[config.mk]
export PLATFORM = sky130hd
export DESIGN_NAME = perfmon_bank
export DESIGN_NICKNAME = d
export VERILOG_FILES = /design/src/rtl/perfmon_pkg.sv /design/src/rtl/perfmon_counter.sv /design/src/rtl/perfmon_regport.sv /design/src/rtl/perfmon_ctrl.sv /design/src/rtl/perfmon_bank.sv
export SDC_FILE = /design/constraint.sdc
export NUM_CORES = 1
export LEC_CHECK = 0
export BUFFER_PORTS_ARGS = -buffer_cell sky130_fd_sc_hd__buf_4
export CORE_MARGIN = 1.5
export CORE_UTILIZATION = 40
export CTS_BUF_LIST = sky130_fd_sc_hd__clkbuf_8
export DETAILED_ROUTE_END_ITERATION = 10
export PLACE_DENSITY = 0.64
export SYNTH_ARGS = -nofsm -noshare
export SYNTH_HDL_FRONTEND = slang
export SYNTH_SLANG_ARGS = --single-unit
export TNS_END_PERCENT = 5
[constraint.sdc]
create_clock -name clk -period 2.5 [get_ports clk]
set_clock_uncertainty 0.05 [all_clocks]
set_input_delay 0.375 -clock clk [delete_from_list [all_inputs] [get_ports clk]]
set_output_delay 0.375 -clock clk [all_outputs]
set_load 0.05 [all_outputs]
[src/rtl/perfmon_pkg.sv]
package perfmon_pkg;

    localparam int PM_RW = 32;

    // Control register bit positions (software visible)
    localparam int CB_FRZALL = 31;
    localparam int CB_EXCEN  = 26;
    localparam int CB_CE1    = 15;
    localparam int CB_CEN    = 14;
    localparam int CB_ASYNC  = 11;
    localparam int CB_ALERT  = 7;
    localparam int CB_FRZ56  = 4;

    localparam logic [PM_RW-1:0] CTRL_WMASK =
        (32'd1 << CB_FRZALL) | (32'd1 << CB_EXCEN) | (32'd1 << CB_CE1) |
        (32'd1 << CB_CEN)    | (32'd1 << CB_ASYNC) | (32'd1 << CB_ALERT) |
        (32'd1 << CB_FRZ56);

    localparam logic [PM_RW-1:0] CTRL_RESET = 32'd1 << CB_FRZALL;

    typedef struct packed {
        logic frz_all;
        logic exc_en;
        logic ce_first;
        logic ce_rest;
        logic alert_sync;
        logic alert;
        logic frz_top2;
    } ctrl_fields_t;

    typedef enum logic [1:0] {
        SEL_CTR,
        SEL_CTRL,
        SEL_FRZ,
        SEL_NONE
    } regsel_e;

    function automatic ctrl_fields_t unpack_ctrl(input logic [PM_RW-1:0] w);
        ctrl_fields_t f;
        f.frz_all    = w[CB_FRZALL];
        f.exc_en     = w[CB_EXCEN];
        f.ce_first   = w[CB_CE1];
        f.ce_rest    = w[CB_CEN];
        f.alert_sync = w[CB_ASYNC];
        f.alert      = w[CB_ALERT];
        f.frz_top2   = w[CB_FRZ56];
        return f;
    endfunction

    function automatic regsel_e decode_addr(input int addr, input int nctr);
        if (addr < nctr)       return SEL_CTR;
        if (addr == nctr)      return SEL_CTRL;
        if (addr == nctr + 1)  return SEL_FRZ;
        return SEL_NONE;
    endfunction

endpackage

[src/rtl/perfmon_counter.sv]
module perfmon_counter
    import perfmon_pkg::*;
#(
    parameter int W = PM_RW
) (
    input  logic         clk,
    input  logic         rst,
    input  logic         inc,
    input  logic         hold,
    input  logic         wr,
    input  logic [W-1:0] wdata,
    output logic [W-1:0] q
);

    logic [W-1:0] q_d;

    always_comb begin
        q_d = q;
        if (wr)
            q_d = wdata;
        else if (inc && !hold)
            q_d = q + W'(1);
    end

    always_ff @(posedge clk) begin
        if (rst) q <= '0;
        else     q <= q_d;
    end

endmodule

[src/rtl/perfmon_regport.sv]
module perfmon_regport
    import perfmon_pkg::*;
#(
    parameter int NCTR = 6,
    parameter int AW   = 3
) (
    input  logic                       reg_wr,
    input  logic [AW-1:0]              reg_addr,
    input  logic [NCTR-1:0][PM_RW-1:0] ctr_q,
    input  logic [PM_RW-1:0]           ctrl_q,
    input  logic [NCTR-1:0]            frz_q,
    output logic [NCTR-1:0]            ctr_wr,
    output logic                       ctrl_wr,
    output logic                       frz_wr,
    output logic [PM_RW-1:0]           reg_rdata
);

    regsel_e sel;

    assign sel = decode_addr(int'(reg_addr), NCTR);

    genvar g;
    generate
        for (g = 0; g < NCTR; g++) begin : g_wdec
            assign ctr_wr[g] = reg_wr && (reg_addr == AW'(g));
        end
    endgenerate

    assign ctrl_wr = reg_wr && (sel == SEL_CTRL);
    assign frz_wr  = reg_wr && (sel == SEL_FRZ);

    always_comb begin
        reg_rdata = '0;
        unique case (sel)
            SEL_CTR: begin
                for (int i = 0; i < NCTR; i++)
                    if (reg_addr == AW'(i)) reg_rdata = ctr_q[i];
            end
            SEL_CTRL: reg_rdata = ctrl_q;
            SEL_FRZ:  reg_rdata = {{(PM_RW-NCTR){1'b0}}, frz_q};
            default:  reg_rdata = '0;
        endcase
    end

endmodule

[src/rtl/perfmon_ctrl.sv]
module perfmon_ctrl
    import perfmon_pkg::*;
#(
    parameter int NCTR = 6
) (
    input  logic             clk,
    input  logic             rst,
    input  logic             ctrl_wr,
    input  logic             frz_wr,
    input  logic [PM_RW-1:0] wdata,
    input  logic [NCTR-1:0]  frz_wdata,
    input  logic [NCTR-1:0]  msb,
    input  logic             irq_en,
    output logic [PM_RW-1:0] ctrl_q,
    output logic [NCTR-1:0]  frz_q,
    output logic [NCTR-1:0]  hold,
    output logic             exc_pend,
    output logic             exc_req
);

    ctrl_fields_t     cf;
    logic [NCTR-1:0]  ce_vec;
    logic             ovf_hit;
    logic [PM_RW-1:0] ctrl_d;
    logic [NCTR-1:0]  frz_d;
    logic             pend_d;

    assign cf = unpack_ctrl(ctrl_q);

    // Per-counter overflow-condition enable and freeze gating
    always_comb begin
        for (int i = 0; i < NCTR; i++) begin
            ce_vec[i] = (i == 0) ? cf.ce_first : cf.ce_rest;
            hold[i]   = cf.frz_all || frz_q[i] || (cf.frz_top2 && (i >= NCTR - 2));
        end
    end

    assign ovf_hit = cf.exc_en && |(msb & ce_vec);

    always_comb begin
        ctrl_d = ctrl_q;
        pend_d = exc_pend;
        if (ctrl_wr) begin
            ctrl_d = wdata & CTRL_WMASK;
            // restoring an alert with exceptions armed must raise again
            pend_d = wdata[CB_ALERT] && (wdata[CB_EXCEN] || exc_pend);
        end else if (ovf_hit) begin
            ctrl_d[CB_EXCEN]  = 1'b0;
            ctrl_d[CB_FRZALL] = 1'b1;
            ctrl_d[CB_ALERT]  = 1'b1;
            pend_d            = 1'b1;
        end
    end

    assign frz_d = frz_wr ? frz_wdata : frz_q;

    always_ff @(posedge clk) begin
        if (rst) begin
            ctrl_q   <= CTRL_RESET;
            frz_q    <= '0;
            exc_pend <= 1'b0;
        end else begin
            ctrl_q   <= ctrl_d;
            frz_q    <= frz_d;
            exc_pend <= pend_d;
        end
    end

    assign exc_req = exc_pend && irq_en;

endmodule

[src/rtl/perfmon_bank.sv]
module perfmon_bank
    import perfmon_pkg::*;
#(
    parameter int NCTR = 6,
    localparam int AW  = $clog2(NCTR + 2)
) (
    input  logic             clk,
    input  logic             rst,
    input  logic [NCTR-2:0]  evt_in,
    input  logic             irq_en,
    input  logic             reg_wr,
    input  logic [AW-1:0]    reg_addr,
    input  logic [PM_RW-1:0] reg_wdata,
    output logic [PM_RW-1:0] reg_rdata,
    output logic             exc_req
);

    logic [NCTR-1:0][PM_RW-1:0] ctr_q;
    logic [NCTR-1:0]            ctr_wr;
    logic [NCTR-1:0]            inc;
    logic [NCTR-1:0]            hold;
    logic [NCTR-1:0]            msb;
    logic [PM_RW-1:0]           ctrl_q;
    logic [NCTR-1:0]            frz_q;
    logic                       ctrl_wr;
    logic                       frz_wr;
    logic                       exc_pend;

    genvar g;
    generate
        for (g = 0; g < NCTR; g++) begin : g_ctr
            if (g == NCTR - 1) begin : g_cyc
                assign inc[g] = 1'b1;
            end else begin : g_evt
                assign inc[g] = evt_in[g];
            end

            perfmon_counter #(.W(PM_RW)) i_ctr (
                .clk   (clk),
                .rst   (rst),
                .inc   (inc[g]),
                .hold  (hold[g]),
                .wr    (ctr_wr[g]),
                .wdata (reg_wdata),
                .q     (ctr_q[g])
            );

            assign msb[g] = ctr_q[g][PM_RW-1];
        end
    endgenerate

    perfmon_regport #(.NCTR(NCTR), .AW(AW)) i_regport (
        .reg_wr    (reg_wr),
        .reg_addr  (reg_addr),
        .ctr_q     (ctr_q),
        .ctrl_q    (ctrl_q),
        .frz_q     (frz_q),
        .ctr_wr    (ctr_wr),
        .ctrl_wr   (ctrl_wr),
        .frz_wr    (frz_wr),
        .reg_rdata (reg_rdata)
    );

    perfmon_ctrl #(.NCTR(NCTR)) i_ctrl (
        .clk       (clk),
        .rst       (rst),
        .ctrl_wr   (ctrl_wr),
        .frz_wr    (frz_wr),
        .wdata     (reg_wdata),
        .frz_wdata (reg_wdata[NCTR-1:0]),
        .msb       (msb),
        .irq_en    (irq_en),
        .ctrl_q    (ctrl_q),
        .frz_q     (frz_q),
        .hold      (hold),
        .exc_pend  (exc_pend),
        .exc_req   (exc_req)
    );

endmodule

==> results.yml <==
cells_and_area:
  nNetsFinal: 1686
  syn_to_final_growth_pct: 18.2
  final_util_pct: 48.1
  multiInputGateArea_sq_um: 8050
  num_antenna_cells: 0
  fillerInstances: 3019
  fin_area_sq_um: 14700
  seqCellArea_sq_um: 4130
  final_cells: 2057
  drive_gt1_share_pct: 16.3
detailed_routing:
  num_vias: 12400
  antenna_left: 0
  routed_via_density: 6.01
  dr.pass1.iters: 8
  drt_drc_violations_left: 0
  routedWlPerCell_um: 21.2
  drt_wl_total_um: 43700
  drtIter0Drc: 1312
power_and_ir_drop:
  power_density_nw_per_um2: 527
  peakVddDrop_v: 0.000397
  p_total_mw: 7.77
  p_leak_nw: 5.12
critical_path:
  critPathRequiredTime_ns: 2.08
  arrival_ns: 1.99
  cpPeakStageDelay_ns: 0.39
  worstSetupPathType: "reg -> out"
  worstSetupStartpointType: "flop"
  crit_chain: "o21ai_0 > a21oi_1 > a221o_1 > a22o_1 > buf_4"
  path_buf_inv: 1
  crit_family: "compound AO/OA/AOI/OAI gates"
  cp_max_fo: 7
  end_kind: "primary output"
  slowest_stage: "dfxtp_1"
floorplan:
  fp.dieH_um: 180
  core_area_sq_um: 30700
  dieArea_sq_um: 32300
  start_util_pct: 40.7
  fp-row-count: 64
  die_w_um: 180
  ios: 77
clocking:
  htreeDepth: 2
  ctsRootBufferMaster: "clkbuf_8"
  cts_setup_buffers: 0
  ctsHoldBuffers: 0
  clk_pin_slew_ns: 0.06
  cts_resized: 1
  clk_path_buf_depth: 3
  numCtsBuffers: 37
  clock_sinks: 206
  cts_tree: "done"
  clock_latency_ns: 0.55
synthesis:
  syn_nets: 1602
  synthCells: 1552
  syn_area_per_cell_sq_um: 8.04
  yosysUniqueCellTypes: 55
  yosys-top-cells-count: "223 x nor2_1, 206 x dfxtp_1, 169 x a211oi_1"
  synth_seq_area_share_pct: 33.1
  yosys.area.top_type: "dfxtp_1"
  yosysWarnings: 0
  synth-seq-cells: 206
  synthTopCellsByArea: "dfxtp_1 33%, a211oi_1 10%, xor2_1 7.7%, nor2_1 6.7%, xnor2_1 4.2%"
  synth-edff-count: 0
  synth_most_common_cell: "nor2_1"
  synth_top_cell_area_share_pct: 33.1
  postSynth.asyncResetShare_pct: 0
  synthesis.area_sq_um: 12500
  synth_top_flop_cell: "dfxtp_1"
grt:
  grt_max_degree: 95
  grt_overflow: 0
  track_usage_pct: 26.6
  grt_first_pass_wirelength_um: 68100
  grt_pass1_vias: 11500
  antenna_found_initial: 0
sta:
  slew_headroom_pct: 44.0
  finalWorstSetupSlack_ns: 0.0898
  rsz0062_at_grt: "no"
  setup-violations-final: 0
  max_slew.worst_pin.slew_ns: 0.839
  worst_hold_slack_ns: 0.0830
  hold_violations: 0
  post-route-period-util_pct: 96.4
  max_freq_mhz: 415
  tns_ns: 0
  layout_min_cycle_time_ns: 2.41
  final_max_slew_viol_count: 0
place:
  gp_congestion: 0.955
  portBuffers: 76
  dpl_cell_area_sq_um: 14000
  dp_cells: 1993
  dp_hpwl_um: 32000
  pre_cts_ws_ns: -0.139
flow_run:
  max_cap_violations: 0
worst_hold_path:
  hold_path.class: "in -> reg"
outcome:
  status: "finished, final reports clean"
==> routing by layer <==
layer  vias up  global-route usage [%]  routed length [um]
met5         -                       0                   0
met4         0                    9.27                1390
met3        82                    4.15                3170
met2       507                    42.4               19900
met1      5872                    36.4               19200
li1       5898                       -                   -
==> power breakdown <==
| part | internal [mW] | switching (mW) | leakage [nW] |
|---|---|---|---|
| sequential | 3.40 | 0.167 | 1.67 |
| combinational | 0.337 | 0.551 | 3.02 |
| clock | 1.82 | 1.50 | 0.430 |
==> cells by family (layout without fill, tap and decap cells) <==
group                    after synthesis  count (layout)  share of synthesized area, %
adder cells (fa/ha/maj)                6               6                         0.602
XOR/XNOR                             169             169                          11.9
AO/OA/AOI/OAI                        323             323                          18.5
flip-flops                           206             206                          33.1
AND/OR/NAND/NOR                      676             676                          27.0
multiplexers                          46              46                          5.21
buffers and inverters                126             235                          3.84
==> flip-flops by register name, indices dropped and copies added, names as in the netlist <==
signal,cells
i_ctrl.exc_pend,1
g_ctr.i_ctr.q,192
i_ctrl.ctrl_q,7
i_ctrl.frz_q,6
==> placed cells by master, fill, tap and decap left out, types with 14 or more instances in the layout <==
cell	instances
a211oi_1	169
a21oi_1	28
a22o_1	17
a311oi_1	19
and3_1	32
and4_1	20
buf_4	149
clkbuf_8	48
dfxtp_1	205
inv_1	25
mux2i_1	30
mux4_2	15
nand2_1	118
nand3_1	76
nand4_1	72
nor2_1	222
nor2b_1	14
nor3_1	29
nor4_1	21
o21ai_0	40
o21ai_2	15
or3_1	20
xnor2_1	60
xor2_1	109
==> layout make-up <==
class	instances	share of cell area, %
clock buffers	48	4.48
clock inverters	16	0.636
inverters	14	0.356
multi-input cells	1220	54.6
flip-flops and latches	206	28.0
well taps	396	3.36
repair buffers	157	8.61
==> worst min-delay path: stages <==
cell and delay [ns]:
buf_4 0.15, nand2_1 0.06, a21oi_1 0.05
==> final timing paths <==
| check | start | to | slack (ns) | depth (start not counted) |
|---|---|---|---|---|
| worst max-delay path | g_ctr[4].i_ctr.q[15]$_SDFFE_PP0P_ | reg_rdata[15] | 0.09 | 5 |
| worst min-delay path | reg_wdata[14] | i_ctrl.ctrl_q[14]$_SDFFE_PP0P_ | 0.08 | 3 |
| worst min register to register | i_ctrl.ctrl_q[11]$_SDFFE_PP0P_ | i_ctrl.ctrl_q[11]$_SDFFE_PP0P_ | 0.43 | 2 |
| worst max register to register | g_ctr[5].i_ctr.q[11]$_SDFFE_PP0P_ | g_ctr[5].i_ctr.q[28]$_SDFFE_PP0P_ | 0.14 | 5 |
Power figures use the tool's default switching activity.
